### config.mk
export PLATFORM = sky130hd
export DESIGN_NAME = freqdiv_pin
export DESIGN_NICKNAME = d
export VERILOG_FILES = /design/src/rtl/fdo_pkg.sv /design/src/rtl/fdo_counter.sv /design/src/rtl/fdo_toggle.sv /design/src/rtl/fdo_padgate.sv /design/src/rtl/freqdiv_pin.sv
export SDC_FILE = /design/constraint.sdc
export NUM_CORES = 1
export LEC_CHECK = 0
export BUFFER_PORTS_ARGS = -buffer_cell sky130_fd_sc_hd__buf_2
export CORE_ASPECT_RATIO = 1.2
export CORE_MARGIN = 3
export CORE_UTILIZATION = 51
export CTS_CLUSTER_DIAMETER = 40
export DETAILED_ROUTE_END_ITERATION = 8
export GPL_ROUTABILITY_DRIVEN = 0
export MAX_ROUTING_LAYER = met4
export PLACE_DENSITY_LB_ADDON = 0.08
export SYNTH_ARGS = -nofsm -noshare
export SYNTH_HDL_FRONTEND = slang
export SYNTH_HIERARCHICAL = 1
export SYNTH_SLANG_ARGS = --single-unit
### constraint.sdc
create_clock -name clk -period 1.9 [get_ports clk]
set_input_delay 0.19 -clock clk [delete_from_list [all_inputs] [get_ports clk]]
set_output_delay 0.19 -clock clk [all_outputs]
set_load 0.01 [all_outputs]
### src/rtl/fdo_pkg.sv
package fdo_pkg;
  // Selection made by the pad gate for what the pin shows
  typedef enum logic [1:0] {
    PAD_OFF  = 2'd0,  // driver disabled, data low
    PAD_LOW  = 2'd1,  // data latch cleared, forced low
    PAD_WAVE = 2'd2   // wave flip-flop on the pin
  } pad_sel_e;
endpackage

### src/rtl/fdo_counter.sv
module fdo_counter #(
  parameter int W = 16
) (
  input  logic         clk,
  input  logic         rst_n,
  input  logic         run,
  input  logic         wr_valid,
  input  logic [W-1:0] wr_data,
  output logic         wrap
);
  localparam logic [W-1:0] TOP = {W{1'b1}};

  logic [W-1:0] cnt_q;
  logic [W-1:0] reload_q;
  logic [W-1:0] reload_nxt;

  assign reload_nxt = wr_valid ? wr_data : reload_q;
  assign wrap       = run && (cnt_q == TOP);

  always_ff @(posedge clk or negedge rst_n) begin
    if (!rst_n) begin
      reload_q <= '0;
    end else if (wr_valid) begin
      reload_q <= wr_data;
    end
  end

  always_ff @(posedge clk or negedge rst_n) begin
    if (!rst_n) begin
      cnt_q <= '0;
    end else if (!run) begin
      cnt_q <= reload_nxt;
    end else if (cnt_q == TOP) begin
      cnt_q <= reload_q;
    end else begin
      cnt_q <= cnt_q + 1'b1;
    end
  end


  cnt_step_chk: assert property (@(posedge clk) disable iff (!rst_n)
    (run && !wrap) |=> (cnt_q == $past(cnt_q) + 1'b1));


  reload_old_chk: assert property (@(posedge clk) disable iff (!rst_n)
    wrap |=> (cnt_q == $past(reload_q)));


  idle_hold_chk: assert property (@(posedge clk) disable iff (!rst_n)
    (!run && wr_valid) |=> (cnt_q == $past(wr_data)));
endmodule

### src/rtl/fdo_toggle.sv
module fdo_toggle (
  input  logic clk,
  input  logic rst_n,
  input  logic run,
  input  logic wrap,
  output logic wave
);
  always_ff @(posedge clk or negedge rst_n) begin
    if (!rst_n) begin
      wave <= 1'b0;
    end else if (!run) begin
      wave <= 1'b0;
    end else if (wrap) begin
      wave <= ~wave;
    end
  end


  wave_flip_chk: assert property (@(posedge clk) disable iff (!rst_n)
    wrap |=> (wave != $past(wave)));


  wave_still_chk: assert property (@(posedge clk) disable iff (!rst_n)
    (run && !wrap) |=> $stable(wave));


  wave_clear_chk: assert property (@(posedge clk) disable iff (!rst_n)
    !run |=> !wave);
endmodule

### src/rtl/fdo_padgate.sv
module fdo_padgate
  import fdo_pkg::*;
(
  input  logic clk,
  input  logic rst_n,
  input  logic port_bit,
  input  logic dir_out,
  input  logic wave,
  output logic pad_out,
  output logic pad_oe
);
  pad_sel_e sel;

  always_comb begin
    if (!dir_out)       sel = PAD_OFF;
    else if (!port_bit) sel = PAD_LOW;
    else                sel = PAD_WAVE;
  end

  always_comb begin
    unique case (sel)
      PAD_WAVE: begin pad_out = wave; pad_oe = 1'b1; end
      PAD_LOW:  begin pad_out = 1'b0; pad_oe = 1'b1; end
      default:  begin pad_out = 1'b0; pad_oe = 1'b0; end
    endcase
  end


  data_gate_chk: assert property (@(posedge clk) disable iff (!rst_n)
    !port_bit |-> !pad_out);


  dir_gate_chk: assert property (@(posedge clk) disable iff (!rst_n)
    !dir_out |-> (!pad_oe && !pad_out));
endmodule

### src/rtl/freqdiv_pin.sv
module freqdiv_pin #(
  parameter int W = 16
) (
  input  logic         clk,
  input  logic         rst_n,
  input  logic         run_en,
  input  logic         pre_valid,
  input  logic [W-1:0] pre_data,
  output logic         pre_ready,
  input  logic         port_bit,
  input  logic         dir_out,
  output logic         pad_out,
  output logic         pad_oe
);
  logic wrap;
  logic wave;

  assign pre_ready = 1'b1;

  fdo_counter #(.W(W)) u_cnt (
    .clk(clk), .rst_n(rst_n), .run(run_en),
    .wr_valid(pre_valid && pre_ready), .wr_data(pre_data), .wrap(wrap)
  );

  fdo_toggle u_tog (
    .clk(clk), .rst_n(rst_n), .run(run_en), .wrap(wrap), .wave(wave)
  );

  fdo_padgate u_pad (
    .clk(clk), .rst_n(rst_n), .port_bit(port_bit), .dir_out(dir_out),
    .wave(wave), .pad_out(pad_out), .pad_oe(pad_oe)
  );


  ready_high_chk: assert property (@(posedge clk) disable iff (!rst_n)
    pre_ready);


  wave_route_chk: assert property (@(posedge clk) disable iff (!rst_n)
    (run_en && port_bit && dir_out) |-> (pad_out == wave));
endmodule

==> metrics.txt, run 1 <==
status=finished clean; Worst EP arrival=1980 ps; total of max-cap violations=0; final setup vio count=0; initial antenna violation count=0; Syn Nets=199; RSZ-0062 raised after global routing=no; P per Cell Area=817.8 nW/um^2; gr usage total=20.53%; drt initial violations=67; Initial Util=55.96%; Worst R2R End=u_cnt/cnt_q[15]; Reg clk slew, reported paths=100 ps; Worst EP required=2100 ps; vias in the first global route=1402; Worst path max stage delay=460 ps; WHS Endpoint=u_cnt/reload_q[11]; register bit total from synthesis=33; Synth-to-Final Area Change=14.71%; average wire per standard cell=16.16 um; Hold Path Class=input port to flip-flop; Netlist Area Pre-Place=1787 sq um; DR pass1 iterations=4; Min Clock Period, post-route=1777 ps; Placed Cells=231; Synth top area share=46.22%; hold depth=2; cell chain of the critical path=nand4_2, buf_4, nor4_1, xnor2_1, a31oi_1; DIE AREA=4253 sq um; total CTS buffers=5; area of the core=3193 sq um; Static Leak=0.9096 nW; Reg2Reg Depth=5; die width=60.03 um; Hold Path Origin=pre_data[11]; worst-margin pin slew=727.6 ps; Crit Path Max Fanout=7; Vert. Die Dim=70.84 um; Post-synth EDFFs=0; r2r setup slk=120 ps; slew margin rel.=51.49%; CP Capture Type=flip-flop; root buffer cell=clkbuf_4; synth top area cells=dfrtp_1, mux2_2, mux2i_1; PortBufs=23; Crit-path slowest cell=dfrtp_1; dpl hpwl=2664 um; clk sink count=33; warnings from Yosys=6; post-synthesis cell count=176; total power=1.676 mW; Worst Skew=4.798 ps; setup tns final=0 ps; Seq/Total Area, Yosys=46.22%; Post-DP Area=1941 sq um; Post-DRT Antenna Nets=0; total number of vias=1401; layout cells sized above 1=32.37%; drt total wl=3927 um; Final Hold Fails=0; row cnt=22; Max Clk Rate=562.9 MHz; Period Utilization, post-route=93.51%; IO Count=25; share of flip-flops with an asynchronous set or reset=100.0%; fin util=64.19%; RR Startpoint=u_cnt/cnt_q[8]; GRT overflow=0; via-per-instance ratio=5.765; pre-CTS WS=3.318 ps; clock latency on the worst-skew pair=330 ps; Post-synth top flop=dfrtp_1; DRC Markers=0; syn_area_per_cell=10.15 sq um; largest net degree at the start of global routing=34; Slew Viols, Final=0; maximum vdd ir drop=0.0005797 V; top cell type by total area after synthesis=dfrtp_1; antenna cells=0; WHS=96.31 ps; Final Worst Setup Slack=123.4 ps; Synth cell types=44; CTS max path bufs=2; critical path class=flip-flop to flip-flop; # nets final=229; first-pass GRT wire length=6382 um; H-tree Lvls=2; number of fill cells in the layout=284; Startpoint Class=flip-flop; Final Non-Filler Cells=243; CTS tree=built; Finished Cell Area=2049 sq um
[layout make-up]
class / instances / area [sq um] / area share (%)
flip-flops and latches: 33 / 825.8 / 40.29
clock inverters: 1 / 5.005 / 0.2442
multi-input cells: 128 / 897.1 / 43.77
repair buffers: 33 / 192.7 / 9.402
inverters: 5 / 18.77 / 0.9157
well taps: 36 / 45.04 / 2.198
clock buffers: 7 / 65.06 / 3.175
[where the power goes]
| part | switching, mW | internal [mW] |
|---|---|---|
| Clock | 0.237 | 0.214 |
| Sequential | 0.0891 | 0.785 |
| Combinational | 0.182 | 0.169 |
[logic make-up (layout without fill, tap and decap cells)]
group,after synthesis,in the layout,synth area share [%]
AOI/OAI and AO/OA,37,37,12.75
buffers and inverters,16,46,4.341
other,1,1,0.2099
DFF,33,33,46.22
and+or+nand+nor,63,64,21.22
adders and majority gates,1,1,0.7002
muxes,19,19,11.62
xor gates and xnor gates,6,6,2.941
[cell usage after synthesis, types with 3 or more instances]
cell type / n
a21oi_1: 9
a31oi_1: 6
and3_1: 3
clkbuf_1: 5
dfrtp_1: 33
inv_1: 5
mux2_2: 14
mux2i_1: 5
nand2_1: 12
nand2b_1: 7
nand3_1: 5
nand4_1: 5
nor2_1: 13
o21ai_0: 4
o21ai_1: 8
xnor2_1: 4
[critical path, delay by kind of cell, from the launching register on]
kind,cells,cell delay [ps]
AO/OA/AOI/OAI,1,100
XOR/XNOR,1,170
buffers and inverters,1,230
flip-flops,1,460
AND/OR/NAND/NOR,2,680
[layer usage]
metal	wire length, um	vias to the layer above	GRT usage [%]
met3	149	8	4.927
met5	0	-	-
met2	1952	30	31.37
met1	1744	664	25.76
met4	80	0	8.374
li1	-	699	-
[state kept, by name, summed over array words and instances, names as in the netlist]
signal          flops
u_tog/wave          1
u_cnt/reload_q     16
u_cnt/cnt_q        16
[cells in the final DEF (no fill, tap or decap), drive strengths merged, types with 2 or more instances in the layout]
master  netlist  routed
dfrtp        33      33
and4          3       3
nand2b        7       7
clkbuf        5       7
nand2        12      12
nor2b         2       2
a31oi         6       6
nor4          3       3
and2          2       2
nand4         7       7
and3          3       3
mux2         14      14
a41o          2       2
buf           6      32
o21ai        14      14
a21oi         9       9
nor2         13      13
nor3          2       2
nand3         6       6
xnor2         4       4
xor2          2       2
mux2i         5       5
or4           1       2
inv           5       5
[worst max path at each step]
stage,start,endpoint,slack [ps],depth (start not counted)
after global routing,u_cnt/cnt_q[12],u_cnt/cnt_q[10],40,4
after global placement,u_cnt/cnt_q[1],u_cnt/cnt_q[2],120,5
after floorplan,u_cnt/cnt_q[0],u_cnt/cnt_q[9],110,6
after detailed placement,u_cnt/cnt_q[1],u_cnt/cnt_q[2],3,5
final,u_cnt/cnt_q[8],u_cnt/cnt_q[15],120,5
after CTS,u_cnt/cnt_q[1],u_cnt/cnt_q[10],30,5
[timing repair]
| item | in CTS | in global routing |
|---|---|---|
| setup endpoints to repair | 3 | 13 |
| gates cloned | 0 | 1 |
| hold buffers | 1 | 0 |
| hold endpoints to repair | 33 | 0 |
| resized for setup | 1 | 1 |
| pin swaps | 0 | 2 |
| setup buffers | 0 | 2 |
No activity file was read; power rests on OpenSTA's default activity.
==> run 2: changes to the inputs <==
- CORE_UTILIZATION: 51 -> 53
- CTS_BUF_LIST: default -> sky130_fd_sc_hd__clkbuf_4
- SYNTH_HIERARCHICAL: 1 -> default
==> metrics.txt, run 2 <==
average wire per standard cell=14.19 um; hold depth=3; Reg2Reg Depth=5; largest net degree at the start of global routing=34; number of fill cells in the layout=250; worst-margin pin slew=716.3 ps; Min Clock Period, post-route=1776 ps; DRC Markers=0; row cnt=21; Final Hold Fails=0; Synth top area share=49.44%; final setup vio count=0; Post-DP Area=1804 sq um; gr usage total=19.03%; Synth-to-Final Area Change=14.38%; Post-synth top flop=dfrtp_1; drt total wl=3121 um; status=finished clean; commonest non-fill, non-tap cell in the layout=dfrtp_1; Syn Nets=183; P per Cell Area=880.2 nW/um^2; synth top area cells=dfrtp_1, mux2_2, xor2_1; Synth cell types=35; # nets final=208; CTS max path bufs=2; initial antenna violation count=0; Period Utilization, post-route=93.49%; Commonest cells post-synth=dfrtp_1, nor2_1, nand2_1; DR pass1 iterations=4; Hold Path Class=input port to flip-flop; pre-CTS WS=84.64 ps; Slew Viols, Final=0; PortBufs=23; post-synthesis cell count=160; total number of vias=1222; Worst Skew=5.535 ps; maximum vdd ir drop=0.0006470 V; setup tns final=0 ps; # Post-CTS Setup Buffers=0; Finished Cell Area=1911 sq um; area of the core=2890 sq um; syn_area_per_cell=10.44 sq um; Startpoint Class=flip-flop; Post-synth EDFFs=0; drt initial violations=30; total of max-cap violations=0; top cell type by total area after synthesis=dfrtp_1; WHS=81.54 ps; biggest regs=u_cnt.cnt_q: 16 flops, u_cnt.reload_q: 16 flops, u_tog.wave: 1 flops; total power=1.682 mW; Static Leak=0.8660 nW; Placed Cells=211; clk sink count=33; DIE AREA=3864 sq um; critical path class=flip-flop to flip-flop; Final Worst Setup Slack=123.8 ps; Netlist Area Pre-Place=1670 sq um; Seq/Total Area, Yosys=49.44%; Vert. Die Dim=67.50 um; via-per-instance ratio=5.555; Max Clk Rate=563.0 MHz; CP Capture Type=flip-flop; dpl hpwl=2159 um; Worst EP arrival=2000 ps; layout cells sized above 1=27.42%; total CTS buffers=5; Initial Util=57.79%; Final Non-Filler Cells=220; die width=57.25 um; Worst EP required=2130 ps; vias in the first global route=1201; CTS tree=built; GRT overflow=0; antenna cells=0; root buffer cell=clkbuf_4; register bit total from synthesis=33; Post-DRT Antenna Nets=0; RSZ-0062 raised after global routing=no; H-tree Lvls=2; Reg clk slew, reported paths=100 ps; slew margin rel.=52.25%; first-pass GRT wire length=5361 um; most frequent cells in the layout=dfrtp_1, buf_2, nor2_1; fin util=66.10%; warnings from Yosys=0; Crit Path Max Fanout=9; share of flip-flops with an asynchronous set or reset=100.0%; IO Count=25; clock latency on the worst-skew pair=340 ps; top-count cell post-synth=dfrtp_1
run 2: changes by cell type in the layout (fill, tap and decap cells not counted), moves of 6 or more:
cell / before / now
nand2b_1: 7 / 1
o21ai_1: 8 / 0
buf_4: 9 / 3
xor2_1: 2 / 8
run 2: area by class of cell:
| class | count | area (sq um) | share of cell area, % |
|---|---|---|---|
| Sequential cell | 33 | 825.8 | 43.22 |
| Multi-Input combinational cell | 110 | 785.8 | 41.13 |
| Timing Repair Buffer | 27 | 147.6 | 7.728 |
| Tap cell | 34 | 42.54 | 2.227 |
| Clock inverter | 3 | 41.29 | 2.161 |
| Clock buffer | 5 | 37.54 | 1.965 |
| Inverter | 8 | 30.03 | 1.572 |
run 2: report_power, final:
group / leakage, nW / internal [mW] / switching [mW]
Clock: 0.0389 / 0.272 / 0.249
Combinational: 0.438 / 0.147 / 0.149
Sequential: 0.389 / 0.785 / 0.0799
run 2: metal layers:
metal	share of wire (%)	GRT usage (%)	vias to the layer above
li1	-	-	612
met1	47	23.35	572
met2	47	29.29	29
met3	4.6	5.736	9
met4	2.2	8.116	0
met5	0	-	-
run 2: timing repair:
| item | 4_1_cts | 5_1_grt |
|---|---|---|
| gates resized for setup | 0 | 3 |
| hold endpoints to repair | 33 | 0 |
| endpoints found under the setup margin | 0 | 7 |
| hold buffers | 1 | 0 |
run 2: kinds of logic after synthesis:
| kind of cell | synth area share [%] |
|---|---|
| simple gates | 19.03 |
| flops | 49.44 |
| compound gates | 10.56 |
| buf+inv | 4.569 |
| xor+xnor | 6.817 |
| mux | 8.614 |
| fa+ha+maj | 0.7489 |
| other cells | 0.2245 |
run 2: final timing paths:
check / start / end / slack, ps
max reg2reg: u_cnt.cnt_q[0] / u_cnt.cnt_q[13] / 120
min: pre_data[0] / u_cnt.reload_q[0] / 80
min reg2reg: u_cnt.reload_q[4] / u_cnt.cnt_q[4] / 490
max: u_cnt.cnt_q[0] / u_cnt.cnt_q[13] / 120
min in group asynchronous: rst_n / u_cnt.cnt_q[10] / 430
max in group asynchronous: rst_n / u_cnt.reload_q[8] / 1010
run 2: critical path: stages (launching register included):
cell and delay [ps]:
dfrtp_1 450, ha_4 180, nand3_1 130, nor4_4 420, nor2b_4 120, a221o_1 360
==> run 3: changes to the inputs <==
- ABC_AREA: default -> 1
- CORE_UTILIZATION: 53 -> 54
==> metrics.txt, run 3 <==
Syn Nets=259; warnings from Yosys=0; vias in the first global route=1508; Worst Skew=7.471 ps; die width=59.75 um; Slew Viols, Final=0; root buffer cell=clkbuf_4; synth top area cells=dfrtp_1, nand2_1, nand3_1; CTS max path bufs=2; WL met2=1764 um; Synth-to-Final Area Change=10.09%; Worst EP required=2140 ps; highest metal used=met4; Vert. Die Dim=70.50 um; total number of vias=1513; top cell type by total area after synthesis=dfrtp_1; Worst EP arrival=1810 ps; CP Capture Type=flip-flop; dpl hpwl=2679 um; WHS Endpoint=u_cnt.reload_q[8]; Final Worst Setup Slack=335.3 ps; Metal-1 WL=1716 um; DR pass1 iterations=6; Min Clock Period, post-route=1565 ps; Period Utilization, post-route=82.35%; Reg2Reg Depth=10; share of flip-flops with an asynchronous set or reset=100.0%; status=finished clean; RSZ-0062 raised after global routing=no; hold depth=2; Max Clk Rate=639.1 MHz; commonest non-fill, non-tap cell in the layout=nand2_1; wire length on met3=148 um; RR Startpoint=u_cnt.cnt_q[0]; maximum vdd ir drop=0.0006526 V; pre-CTS WS=352.8 ps; Post-DRT Antenna Nets=0; Worst R2R End=u_cnt.cnt_q[1]; most frequent cells in the layout=nand2_1, dfrtp_1, inv_1; Synth top area share=44.12%; clock latency on the worst-skew pair=350 ps; setup tns final=0 ps; clk sink count=33; antenna cells=0; Post-synth EDFFs=0; GRT overflow=0; row cnt=22; via-per-instance ratio=5.094; DRC Markers=0; Placed Cells=288; Initial Util=58.62%; Synth cell types=30; Crit Path Max Fanout=9; Reg area=825.8 sq um; biggest regs=u_cnt.cnt_q: 16 flops, u_cnt.reload_q: 16 flops, u_tog.wave: 1 flops; Final Non-Filler Cells=297; Hold Path Class=input port to flip-flop; P per Cell Area=729.4 nW/um^2; fin util=64.54%; DIE AREA=4212 sq um; multi-input logic area=907.1 sq um; Static Leak=1.128 nW; Seq/Total Area, Yosys=44.12%; critical path class=flip-flop to flip-flop; # nets final=283; total power=1.503 mW; average wire per standard cell=12.50 um; gr usage total=20.57%; CTS tree=built; Final Hold Fails=0; area of the core=3193 sq um; layout cells sized above 1=20.69%; post-synthesis cell count=236; Reg clk slew, reported paths=100 ps; Hold Path Origin=pre_data[8]; Startpoint Class=flip-flop; PortBufs=23; largest net degree at the start of global routing=34; syn_area_per_cell=7.931 sq um; Commonest cells post-synth=nand2_1, dfrtp_1, inv_1; Netlist Area Pre-Place=1872 sq um; final setup vio count=0; total CTS buffers=5; drt total wl=3713 um; drt initial violations=50; IO Count=25; worst-margin pin slew=713.3 ps; H-tree Lvls=2; total of max-cap violations=0; number of fill cells in the layout=298; first-pass GRT wire length=6368 um; r2r setup slk=340 ps; CTS resizes=0; top-count cell post-synth=nand2_1; slew margin rel.=52.45%; initial antenna violation count=0; register bit total from synthesis=33; Post-synth top flop=dfrtp_1
==> run 3: worst max path at each step <==
stage	start	end	slack, ps
3_3_place_gp	u_cnt.cnt_q[0]	u_cnt.cnt_q[1]	430
3_5_place_dp	u_cnt.cnt_q[0]	u_cnt.cnt_q[1]	350
5_1_grt	u_cnt.cnt_q[0]	u_cnt.cnt_q[1]	220
6_report	u_cnt.cnt_q[0]	u_cnt.cnt_q[1]	340
4_1_cts	u_cnt.cnt_q[0]	u_cnt.cnt_q[1]	340
2_1_floorplan	u_cnt.cnt_q[0]	u_cnt.cnt_q[1]	500
==> run 3: logic make-up after synthesis <==
kind of cell / synth area share, %
AOI/OAI and AO/OA: 7.888
other: 0.2003
DFF: 44.12
adders and majority gates: 0.6683
muxes: 3.008
xor gates and xnor gates: 3.275
buffers and inverters: 7.420
and+or+nand+nor: 33.42
==> run 3: critical path: stages (launching register included) <==
cell and delay (ps):
dfrtp_1 410, ha_1 250, nand2_2 70, nor2_2 120, nand2_4 110, nor2_8 200
inv_4 70, nand2_1 70, o21ai_2 50, nand2_1 50, nand2_1 50
==> run 3: where the power goes <==
part	total [mW]	internal, mW	switching, mW
sequential	0.843	0.778	0.0648
combinational	0.283	0.114	0.169
clock	0.377	0.134	0.244
==> run 3: per-stage QoR <==
| stage | hold WS, ps | cell area (sq um) |
|---|---|---|
| 3_5_place_dp | 290.0 | 2001 |
| 5_1_grt | 79.70 | 2061 |
| 4_1_cts | 74.85 | 2061 |
| 3_3_place_gp | 285.7 | 2001 |
| 6_report | 84.98 | 2061 |
| 2_1_floorplan | -105.6 | 1872 |
==> run 3: routing by layer <==
layer | track usage, % | vias to the layer above
met4 | 11.33 | 0
li1 | - | 794
met3 | 3.512 | 8
met5 | - | -
met2 | 32.33 | 30
met1 | 24.30 | 681
==> run 3: layout make-up <==
type / instances / share of cell area [%]
Clock buffer: 5 / 1.821
Clock inverter: 3 / 0.6072
Inverter: 26 / 4.857
Multi-Input combinational cell: 169 / 44.02
Sequential cell: 33 / 40.07
Tap cell: 36 / 2.186
Timing Repair Buffer: 25 / 6.436
==> run 3: what timing repair did <==
item	in CTS	in global routing
hold buffers	1	0
endpoints found under the hold margin	33	0
buffers inserted	0	0
